**src/rtl/serial_audio_rx.sv**
```systemverilog
module serial_audio_rx #(
  parameter int PCM_W = 24,
  parameter int CNT_W = 6
) (
  input  logic             clk,
  input  logic             rst,
  input  logic             bclk,
  input  logic             lrclk,
  input  logic             sdata,
  input  logic [1:0]       fmt,
  input  logic [1:0]       wlen,
  output logic [PCM_W-1:0] left_pcm,
  output logic [PCM_W-1:0] right_pcm,
  output logic             left_valid,
  output logic             right_valid
);
  localparam logic [CNT_W-1:0] CNT_MAX = '1;

  logic [2:0] sync1, sync2;
  logic       bclk_q, primed, lr_q, eff_q, seen;
  logic [CNT_W-1:0] cnt, cnt_n;
  logic [PCM_W-1:0] sh, sh_n;
  logic [4:0] nbits;

  always_ff @(posedge clk) begin
    if (rst) begin
      sync1 <= '0;
      sync2 <= '0;
      bclk_q <= 1'b0;
    end else begin
      sync1 <= {bclk, lrclk, sdata};
      sync2 <= sync1;
      bclk_q <= sync2[2];
    end
  end

  wire rise  = sync2[2] & ~bclk_q;
  wire lr_s  = sync2[1];
  wire sd_s  = sync2[0];
  wire is_i2s = (fmt == 2'd0);
  wire is_rj  = (fmt == 2'd2);

  always_comb begin
    case (wlen)
      2'd0: nbits = 5'd16;
      2'd1: nbits = 5'd18;
      2'd2: nbits = 5'd20;
      default: nbits = 5'd24;
    endcase
  end

  wire eff    = is_i2s ? lr_q : lr_s;
  wire tr     = primed && (eff != eff_q);
  wire seen_n = seen | tr;
  assign cnt_n = tr ? '0 : ((cnt == CNT_MAX) ? cnt : cnt + 1'b1);
  assign sh_n  = {sh[PCM_W-2:0], sd_s};

  wire [PCM_W-1:0] word_just = sh_n << (PCM_W - nbits);
  wire [PCM_W-1:0] word_rj   = sh << (PCM_W - nbits);
  wire emit_just = !is_rj && seen_n && (cnt_n == CNT_W'(nbits) - CNT_W'(1));
  wire left_just = is_i2s ? !eff : eff;
  wire emit_rj   = is_rj && tr && seen;

  always_ff @(posedge clk) begin
    if (rst) begin
      primed <= 1'b0;
      lr_q <= 1'b0;
      eff_q <= 1'b0;
      seen <= 1'b0;
      cnt <= '0;
      sh <= '0;
      left_pcm <= '0;
      right_pcm <= '0;
      left_valid <= 1'b0;
      right_valid <= 1'b0;
    end else begin
      left_valid <= 1'b0;
      right_valid <= 1'b0;
      if (rise) begin
        lr_q <= lr_s;
        if (!primed) begin
          primed <= 1'b1;
          eff_q <= lr_s;
          cnt <= '0;
        end else begin
          eff_q <= eff;
          cnt <= cnt_n;
          seen <= seen_n;
          sh <= sh_n;
          if (emit_just) begin
            if (left_just) begin
              left_pcm <= word_just;
              left_valid <= 1'b1;
            end else begin
              right_pcm <= word_just;
              right_valid <= 1'b1;
            end
          end
          if (emit_rj) begin
            if (eff_q) begin
              left_pcm <= word_rj;
              left_valid <= 1'b1;
            end else begin
              right_pcm <= word_rj;
              right_valid <= 1'b1;
            end
          end
        end
      end
    end
  end

  a_r8_exclusive: assert property (@(posedge clk) disable iff (rst)
    !(left_valid && right_valid));
  a_r8_left_pulse: assert property (@(posedge clk) disable iff (rst)
    left_valid |=> !left_valid);
  a_r8_right_pulse: assert property (@(posedge clk) disable iff (rst)
    right_valid |=> !right_valid);
  a_r6_left_zero_fill: assert property (@(posedge clk) disable iff (rst)
    left_valid |-> (left_pcm << nbits) == '0);
  a_r6_right_zero_fill: assert property (@(posedge clk) disable iff (rst)
    right_valid |-> (right_pcm << nbits) == '0);
  a_r2_word_end: assert property (@(posedge clk) disable iff (rst)
    ((left_valid || right_valid) && !is_rj) |-> cnt == CNT_W'(nbits) - CNT_W'(1));
  a_r4_on_transition: assert property (@(posedge clk) disable iff (rst)
    ((left_valid || right_valid) && is_rj) |-> cnt == '0);
  a_r10_needs_transition: assert property (@(posedge clk) disable iff (rst)
    (left_valid || right_valid) |-> seen);
endmodule

```
**config.mk**
```make
export PLATFORM = sky130hd
export DESIGN_NAME = serial_audio_rx
export DESIGN_NICKNAME = d
export VERILOG_FILES = /design/src/rtl/serial_audio_rx.sv
export SDC_FILE = /design/constraint.sdc
export NUM_CORES = 1
export LEC_CHECK = 0
export ABC_AREA = 1
export CORE_ASPECT_RATIO = 1.5
export CORE_UTILIZATION = 40
export CTS_BUF_LIST = sky130_fd_sc_hd__clkbuf_8
export CTS_CLUSTER_DIAMETER = 200
export DETAILED_ROUTE_END_ITERATION = 8
export DONT_BUFFER_PORTS = 1
export GPL_ROUTABILITY_DRIVEN = 0
export GPL_TIMING_DRIVEN = 1
export PLACE_DENSITY_LB_ADDON = 0.25
export REMOVE_ABC_BUFFERS = 1
export SYNTH_ARGS = -nofsm -noshare
export SYNTH_HDL_FRONTEND = slang
export SYNTH_SLANG_ARGS = --single-unit
```
**constraint.sdc**
```tcl
create_clock -name clk -period 3.6 [get_ports clk]
set_input_delay 0.36 -clock clk [delete_from_list [all_inputs] [get_ports clk]]
set_output_delay 0.36 -clock clk [all_outputs]
set_load 0.05 [all_outputs]
```
==> results of run 1 <==
[logic make-up (layout without fill, tap and decap cells)]
logic type / count (synthesis) / in the layout / share of synthesized area
flops: 91 / 91 / 0.307
buf+inv: 159 / 121 / 0.110
compound gates: 253 / 253 / 0.220
fa+ha+maj: 7 / 7 / 0.0148
simple gates: 489 / 489 / 0.347
[registers in the layout (all words and copies together) (netlist names)]
register,cells
eff_q,1
sync2,3
bclk_q,1
right_pcm,24
left_valid,1
sync1,3
sh,24
seen,1
cnt,6
left_pcm,24
primed,1
right_valid,1
lr_q,1
[power groups by stage]
stage	registers [mW]	clock network (mW)	logic, mW
2_1_floorplan	1.05	0	0.186
3_3_place_gp	1.05	0	0.274
3_5_place_dp	1.05	0	0.275
4_1_cts	1.03	0.716	0.276
5_1_grt	1.03	0.756	0.312
6_report	1.03	0.703	0.279
[synth_stat cells]
library cell	n
or2_2	1
buf_2	15
dfxtp_1	91
o22ai_1	1
a21o_1	1
buf_1	1
inv_1	78
a221oi_1	1
nor2_1	46
nor3_1	1
o21ai_0	96
ha_1	7
nor4_1	1
buf_6	3
nor2_2	3
clkbuf_1	52
nand3_2	2
clkinv_1	2
o21ai_1	12
a31oi_1	3
a21oi_1	130
nand4_1	40
nand3_1	77
o211ai_1	3
nand2_1	318
o32ai_1	5
buf_4	4
inv_2	4
o21bai_1	1
[layer usage]
| metal | wire length [um] | vias to the layer above | track usage |
|---|---|---|---|
| met5 | 0 | - | 0 |
| met4 | 713 | 0 | 0.133 |
| met3 | 882 | 43 | 0.0425 |
| met2 | 8540 | 159 | 0.402 |
| met1 | 7730 | 2904 | 0.286 |
| li1 | - | 3211 | - |
[area by class of cell]
type | instances | area (um2)
Fill cell | 1627 | 8320
Multi-Input combinational cell | 749 | 3460
Sequential cell | 91 | 1820
Inverter | 84 | 315
Tap cell | 196 | 245
Timing Repair Buffer | 21 | 183
Clock buffer | 10 | 138
Clock inverter | 6 | 50.0
[final timing paths]
path	startpoint	depth (start not counted)	slack (ps)	endpoint
setup / recovery	cnt[0]	14	1020	left_pcm[9]
hold / removal	rst	1	40	sync1[0]
setup reg to reg	cnt[0]	14	1020	left_pcm[9]
hold reg to reg	sync1[0]	2	410	sync2[0]
[through the flow]
step	hold slack [ps]	setup TNS, ps	total power [mW]	std cells	setup slack [ps]
after floorplan	388	-21650	1.24	924	-481
after global placement	390	0	1.33	1141	923
after detailed placement	397	0	1.33	1141	926
after CTS	38.0	0	2.02	1157	1020
after global routing	29.4	0	2.10	1157	694
final	43.3	0	2.01	1157	1020
[cell usage in the layout (no fill, tap or decap), types with 2 or more instances in the layout]
cell type	instances
a21oi_1	130
a31oi_1	3
buf_12	2
buf_4	19
clkbuf_8	10
clkinv_1	2
dfxtp_1	91
ha_1	7
inv_1	82
inv_2	4
nand2_1	317
nand3_1	77
nand3_2	2
nand4_1	40
nor2_1	45
nor2_2	4
o211ai_1	3
o21ai_0	96
o21ai_1	12
o32ai_1	5
==> impl_metrics.tcl, run 1 <==
set metrics [dict create \
    status "finished clean" \
    fmax_mhz 388 \
    antenna_found_initial 0 \
    dr.pass1.iters 5 \
    crit_top_cell "nand2_1" \
    seq_power_share 0.511 \
    dp.final_hpwl_um 11900 \
    finish.utilization 0.427 \
    drt_drc_violations_left 0 \
    p_sw_frac 0.295 \
    die_h_um 151 \
    rsz0062_at_grt "false" \
    cts_tree "done" \
    worst_ir_drop_vdd_mv 0.202 \
    final.setup_skew_ps 13.3 \
    cpPeakStageDelay_ps 430 \
    setup_viol_count_final 0 \
    path_clk_slew_ps 90 \
    worstPathCellList "ha_1 -> nand2_1 -> inv_2 -> nand3_1 -> o21ai_1 -> nand2_1 -> nand2_1 -> nand2_1 -> nor2_2 -> buf_4 -> nand4_1 -> nand3_1 -> nand2_1 -> a21oi_1" \
    ctsHoldBuffers 0 \
    worst_pin_slew_ps 722 \
    cts_buffers 9 \
    fin_crit_ps 2580 \
    synth-seq-cells 91 \
    hp-class "in -> reg" \
    area_delta_synth_final_pct 4.77 \
    num_antenna_cells 0 \
    cts.path.max_buffers 2 \
    worst-path-buf-inv 2 \
    yosysSeqAreaShare 0.307 \
    vias 6317 \
    synth_top_cell_area_share 0.307 \
    cap_violations 0 \
    grt_pass1_wl_um 28600 \
    row_count 54 \
    yosysWarnings 0 \
    cp_top_family "simple AND/OR/NAND/NOR gates" \
    slew_viol_final 0 \
    numPortBuffers 0 \
    intPower_mw 1.42 \
    postPlaceCellArea_um2 6020 \
    synth_top_area_cell "dfxtp_1" \
    switchingPower_mw 0.593 \
    viasPerCell 5.46 \
    synthesis.area_um2 5930 \
    layout.nets 972 \
    drtAntennaViolNets 0 \
    cts_sinks 91 \
    synthCells 999 \
    drt_iter0_drc 479 \
    start_util 0.408 \
    syn_area_per_cell_um2 5.93 \
    power_density_nw_per_um2 324 \
    layout-drive-gt1-share 0.0468 \
    required_ps 3900 \
    end_kind "flop" \
    htreeDepth 3 \
    grt_start_max_net_pins 63 \
    max_slew_margin 0.517 \
    ctsRootBufferMaster "clkbuf_8" \
    cp.arrival_ps 2880 \
    p_leak_nw 2.60 \
    p_clk_frac 0.350 \
    fin_crit_sh 0.716 \
    coreArea_um2 14500 \
    combPwrFrac 0.139 \
    dieArea_um2 15300 \
    worst-setup-path-type "reg -> reg" \
    die_w_um 101 \
    synth_area_leaders "dfxtp_1 (31%), nand2_1 (20%), a21oi_1 (11%)" \
    hold_violations 0 \
    grt_use_total 0.239 \
    crit_slowest_cell "buf_4" \
    startpoint_type "flop" \
    first_global_vias 5603 \
    io_pins 59 \
    avgRoutedWirePerCell_um 15.4 \
    worstPathMaxFanout 33 \
    routed_wl_um 17900 \
    overflow 0 \
    cts_setup_buffers 0 \
    design_area_um2 6210 \
    cts_resized 0 \
    clock_latency_ps 380 \
    synth_cell_types 29 \
]
(Power assumes the default switching activity.)
==> inputs of run 2 (changes only) <==
==> constraint.sdc (replaced) <==
create_clock -name clk -period 2.2 [get_ports clk]
set_input_delay 0.22 -clock clk [delete_from_list [all_inputs] [get_ports clk]]
set_output_delay 0.22 -clock clk [all_outputs]
set_load 0.05 [all_outputs]
==> impl_metrics.tcl, run 2 (same netlist as run 1, synthesis figures left out) <==
set metrics [dict create \
    status "finished clean" \
    end_kind "flop" \
    hold_violations 0 \
    grt_use_total 0.243 \
    vias 6600 \
    layout_common_cells "nand2_1 (306), a21oi_1 (124), o21ai_0 (95)" \
    cts.path.max_buffers 2 \
    overflow 0 \
    grt_start_max_net_pins 74 \
    p_leak_nw 3.07 \
    path_clk_slew_ps 90 \
    fin_crit_sh 0.990 \
    power_density_nw_per_um2 485 \
    dp.final_hpwl_um 12200 \
    cts_buffers 9 \
    final_common_cell "nand2_1" \
    avgRoutedWirePerCell_um 15.4 \
    routed_wl_um 18900 \
    die_h_um 151 \
    top_layer "met4" \
    setup_viol_count_final 0 \
    layout.nets 1040 \
    worstPathCellList "o21bai_2 -> nand3_1 -> nand3_2 -> buf_4 -> nand3_1 -> nand2_1 -> nor2_4 -> nand3_4 -> clkbuf_16 -> a21oi_1 -> o21ai_1 -> a21oi_1" \
    io_pins 59 \
    die_w_um 101 \
    worstPathMaxFanout 7 \
    crit_slowest_cell "dfxtp_2" \
    fillers 1532 \
    dp_cells 1194 \
    instances_no_fill 1223 \
    htreeDepth 3 \
    viasPerCell 5.40 \
    row_count 54 \
    drt_iter0_drc 467 \
    worst_ir_drop_vdd_mv 0.341 \
    cp.arrival_ps 2480 \
    cts_tree "done" \
    cpPeakStageDelay_ps 340 \
    startpoint_type "flop" \
    dieArea_um2 15300 \
    cap_violations 0 \
    dr_wl_met3_um 992 \
    fmax_mhz 459 \
    drt_drc_violations_left 0 \
    num_antenna_cells 0 \
    cts_sinks 91 \
    max_slew_margin 0.600 \
    layout-drive-gt1-share 0.140 \
    start_util 0.408 \
    hp-class "in -> reg" \
    area_delta_synth_final_pct 19.7 \
    worst_pin_slew_ps 599 \
    p_total_mw 3.44 \
    grt_pass1_wl_um 29200 \
    required_ps 2500 \
    fin_crit_ps 2180 \
    route.met2.wl_um 9710 \
    ctsRootBufferMaster "clkbuf_8" \
    numPortBuffers 0 \
    layout_setup_ws_ps 22.5 \
    worst-setup-path-type "reg -> reg" \
    final.setup_skew_ps 12.4 \
    first_global_vias 5790 \
    preCtsSetupSlack_ps -6.93 \
    antenna_found_initial 0 \
    clock_latency_ps 370 \
    dr.pass1.iters 5 \
    slew_viol_final 0 \
    setup_tns_ps 0 \
    coreArea_um2 14500 \
    wl_met1_um 7810 \
    largestRegisters "left_pcm: 24 flops, right_pcm: 24 flops, sh: 24 flops" \
    hold_slack_ps 110 \
    drtAntennaViolNets 0 \
    rsz0062_at_grt "true" \
]
==> run 2: area by class of cell <==
class | count | area [um2] | area share
Clock inverter | 2 | 35.0 | 0.00494
Sequential cell | 91 | 1830 | 0.258
Inverter | 84 | 315 | 0.0444
Clock buffer | 12 | 165 | 0.0233
Tap cell | 196 | 245 | 0.0346
Timing Repair Buffer | 89 | 915 | 0.129
Multi-Input combinational cell | 749 | 3590 | 0.506
==> run 2: repair_timing <==
action                                  CTS  global route
endpoints found under the hold margin    53             0
pin swaps                                 0            12
setup buffers                             0             6
hold buffers                              4             0
gates resized for setup                   2            40
endpoints found under the setup margin   33            50
gates cloned                              0             5
==> run 2: report_power, final <==
group	internal (mW)	switching [mW]	total [mW]	leakage (nW)
Clock	0.605	0.598	1.20	0.104
Sequential	1.66	0.0179	1.68	0.737
Combinational	0.179	0.375	0.554	2.23
Total	2.45	0.992	3.44	3.07
==> run 2: per-stage QoR <==
| stage | area [um2] | utilization |
|---|---|---|
| after detailed placement | 6530 | 0.450 |
| after floorplan | 5590 | - |
| after global placement | 6530 | 0.450 |
| after CTS | 6800 | 0.468 |
| final | 7100 | 0.488 |
| after global routing | 7100 | 0.488 |
==> run 2: metal layers <==
layer,vias to the layer above,global-route usage
met2,178,0.431
li1,3347,-
met5,-,0
met1,3048,0.293
met3,27,0.0411
met4,0,0.0833
==> run 2: critical path, delay by kind of cell, from the launching register on <==
family / cells / cell delay, ps
AOI/OAI and AO/OA: 4 / 530
and+or+nand+nor: 6 / 810
DFF: 1 / 340
buffers and inverters: 2 / 420
==> run 2: path summary, 6_finish.rpt <==
kind	start	to	slack, ps	cells past startpoint
min reg2reg	sync1[1]	sync2[1]	400	2
max reg2reg	sync2[1]	right_pcm[8]	20	12
max	sync2[1]	right_pcm[8]	20	12
min	fmt[0]	eff_q	110	3
==> inputs of run 3 (changes only) <==
==> constraint.sdc (replaced) <==
create_clock -name clk -period 2.8 [get_ports clk]
set_input_delay 0.28 -clock clk [delete_from_list [all_inputs] [get_ports clk]]
set_output_delay 0.28 -clock clk [all_outputs]
set_load 0.05 [all_outputs]
==> impl_metrics.tcl, run 3 (same netlist as run 1, synthesis figures left out) <==
set metrics [dict create \
    status "finished clean" \
    hold_violations 0 \
    row_count 54 \
    cts.path.max_buffers 2 \
    dr.pass1.iters 5 \
    max_slew_margin 0.337 \
    fin_crit_sh 0.898 \
    grt_start_max_net_pins 99 \
    path_clk_slew_ps 90 \
    first_global_vias 5727 \
    end_kind "flop" \
    die_h_um 151 \
    hold_path.startpoint "rst" \
    required_ps 3060 \
    antenna_found_initial 0 \
    worst_pin_slew_ps 994 \
    p_leak_nw 2.64 \
    holdPathEnd "cnt[5]" \
    cap_violations 0 \
    ctsRootBufferMaster "clkbuf_8" \
    layout-drive-gt1-share 0.0497 \
    setup_viol_count_final 0 \
    startpoint_type "flop" \
    avgRoutedWirePerCell_um 15.6 \
    die_w_um 101 \
    routed_wl_um 18200 \
    htreeDepth 3 \
    numPortBuffers 0 \
    worst_ir_drop_vdd_mv 0.184 \
    cts_sinks 91 \
    dp.final_hpwl_um 11600 \
    layout_common_cells "nand2_1 (317), a21oi_1 (130), o21ai_0 (96)" \
    hold_depth 1 \
    cpPeakStageDelay_ps 420 \
    design_area_um2 6330 \
    cp.arrival_ps 2770 \
    cts_tree "done" \
    crit_slowest_cell "dfxtp_1" \
    coreArea_um2 14500 \
    cts_buffers 9 \
    grt_pass1_wl_um 29500 \
    reg2regPathDepth 15 \
    postPlaceCellArea_um2 6070 \
    worstPathCellList "ha_1 -> nand2_1 -> inv_2 -> nand3_1 -> o21ai_0 -> nand2_1 -> nand2_1 -> nand2_1 -> nor2_2 -> buf_4 -> nand4_1 -> nand2_1 -> nand2_1 -> nand2_1 -> a21oi_1" \
    rsz0062_at_grt "false" \
    overflow 0 \
    area_delta_synth_final_pct 6.86 \
    drt_drc_violations_left 0 \
    layout.nets 979 \
    fmax_mhz 398 \
    fin_crit_ps 2510 \
    slew_viol_final 0 \
    vias 6356 \
    grt_use_total 0.246 \
    largestRegisters "left_pcm: 24 flops, right_pcm: 24 flops, sh: 24 flops" \
    clock_latency_ps 370 \
    cts_setup_buffers 0 \
    io_pins 59 \
    final_common_cell "nand2_1" \
    rrSetupSlack_ps 290 \
    worstPathMaxFanout 38 \
    viasPerCell 5.47 \
    r2r_end "right_pcm[15]" \
    final.setup_skew_ps 10.4 \
    r2r_start "cnt[0]" \
    crit_top_cell "nand2_1" \
    hold_slack_ps 21.5 \
    drtAntennaViolNets 0 \
    drt_iter0_drc 437 \
    num_antenna_cells 0 \
    power_density_nw_per_um2 413 \
    setup_tns_ps 0 \
    start_util 0.408 \
    dieArea_um2 15300 \
    hp-class "in -> reg" \
    worst-setup-path-type "reg -> reg" \
]
run 3: how the worst max path moves through the flow:
stage,start,to,slack [ps],depth (start not counted)
detailed placement,wlen[1],left_pcm[13],340,14
global route,cnt[0],left_pcm[18],2,14
global placement,wlen[1],left_pcm[13],340,14
floorplan,wlen[1],left_pcm[23],-1200,10
CTS,cnt[0],left_pcm[23],300,14
finish,cnt[0],right_pcm[15],290,15
run 3: repair_timing:
action,4_1_cts,5_1_grt
hold buffers,6,0
hold endpoints to repair,48,0
resized for setup,0,1
endpoints found under the setup margin,0,29
run 3: through the flow:
stage,total power [mW],utilization,std cells,worst slack [ps]
2_1_floorplan,1.59,-,924,-1200
3_3_place_gp,1.72,0.418,1142,337
4_1_cts,2.64,0.435,1162,302
6_report,2.62,0.436,1162,286
5_1_grt,2.73,0.436,1162,2.13
3_5_place_dp,1.72,0.418,1142,339
run 3: cell type report:
class	count	area (um2)
clock buffers	10	138
well taps	196	245
fillers	1562	8190
repair buffers	28	305
clock inverters	4	43.8
flip-flops and latches	91	1820
multi-input cells	749	3460
inverters	84	315
run 3: worst max-delay path, delay by kind of cell, from the launching register on:
family | cells | cell delay (ps)
compound gates | 2 | 230
fa+ha+maj | 1 | 220
buf+inv | 2 | 490
flops | 1 | 420
simple gates | 10 | 1010
run 3: per-layer routing:
metal	GRT usage	share of wire
met4	0.0978	0.023
met2	0.426	0.50
met3	0.0314	0.049
met5	0	0
met1	0.306	0.42
run 3: where the power goes:
| group | leakage [nW] | internal, mW | total (mW) | switching [mW] |
|---|---|---|---|---|
| Sequential | 0.735 | 1.31 | 1.32 | 0.0158 |
| Combinational | 1.80 | 0.109 | 0.396 | 0.286 |
| Clock | 0.0992 | 0.422 | 0.900 | 0.478 |
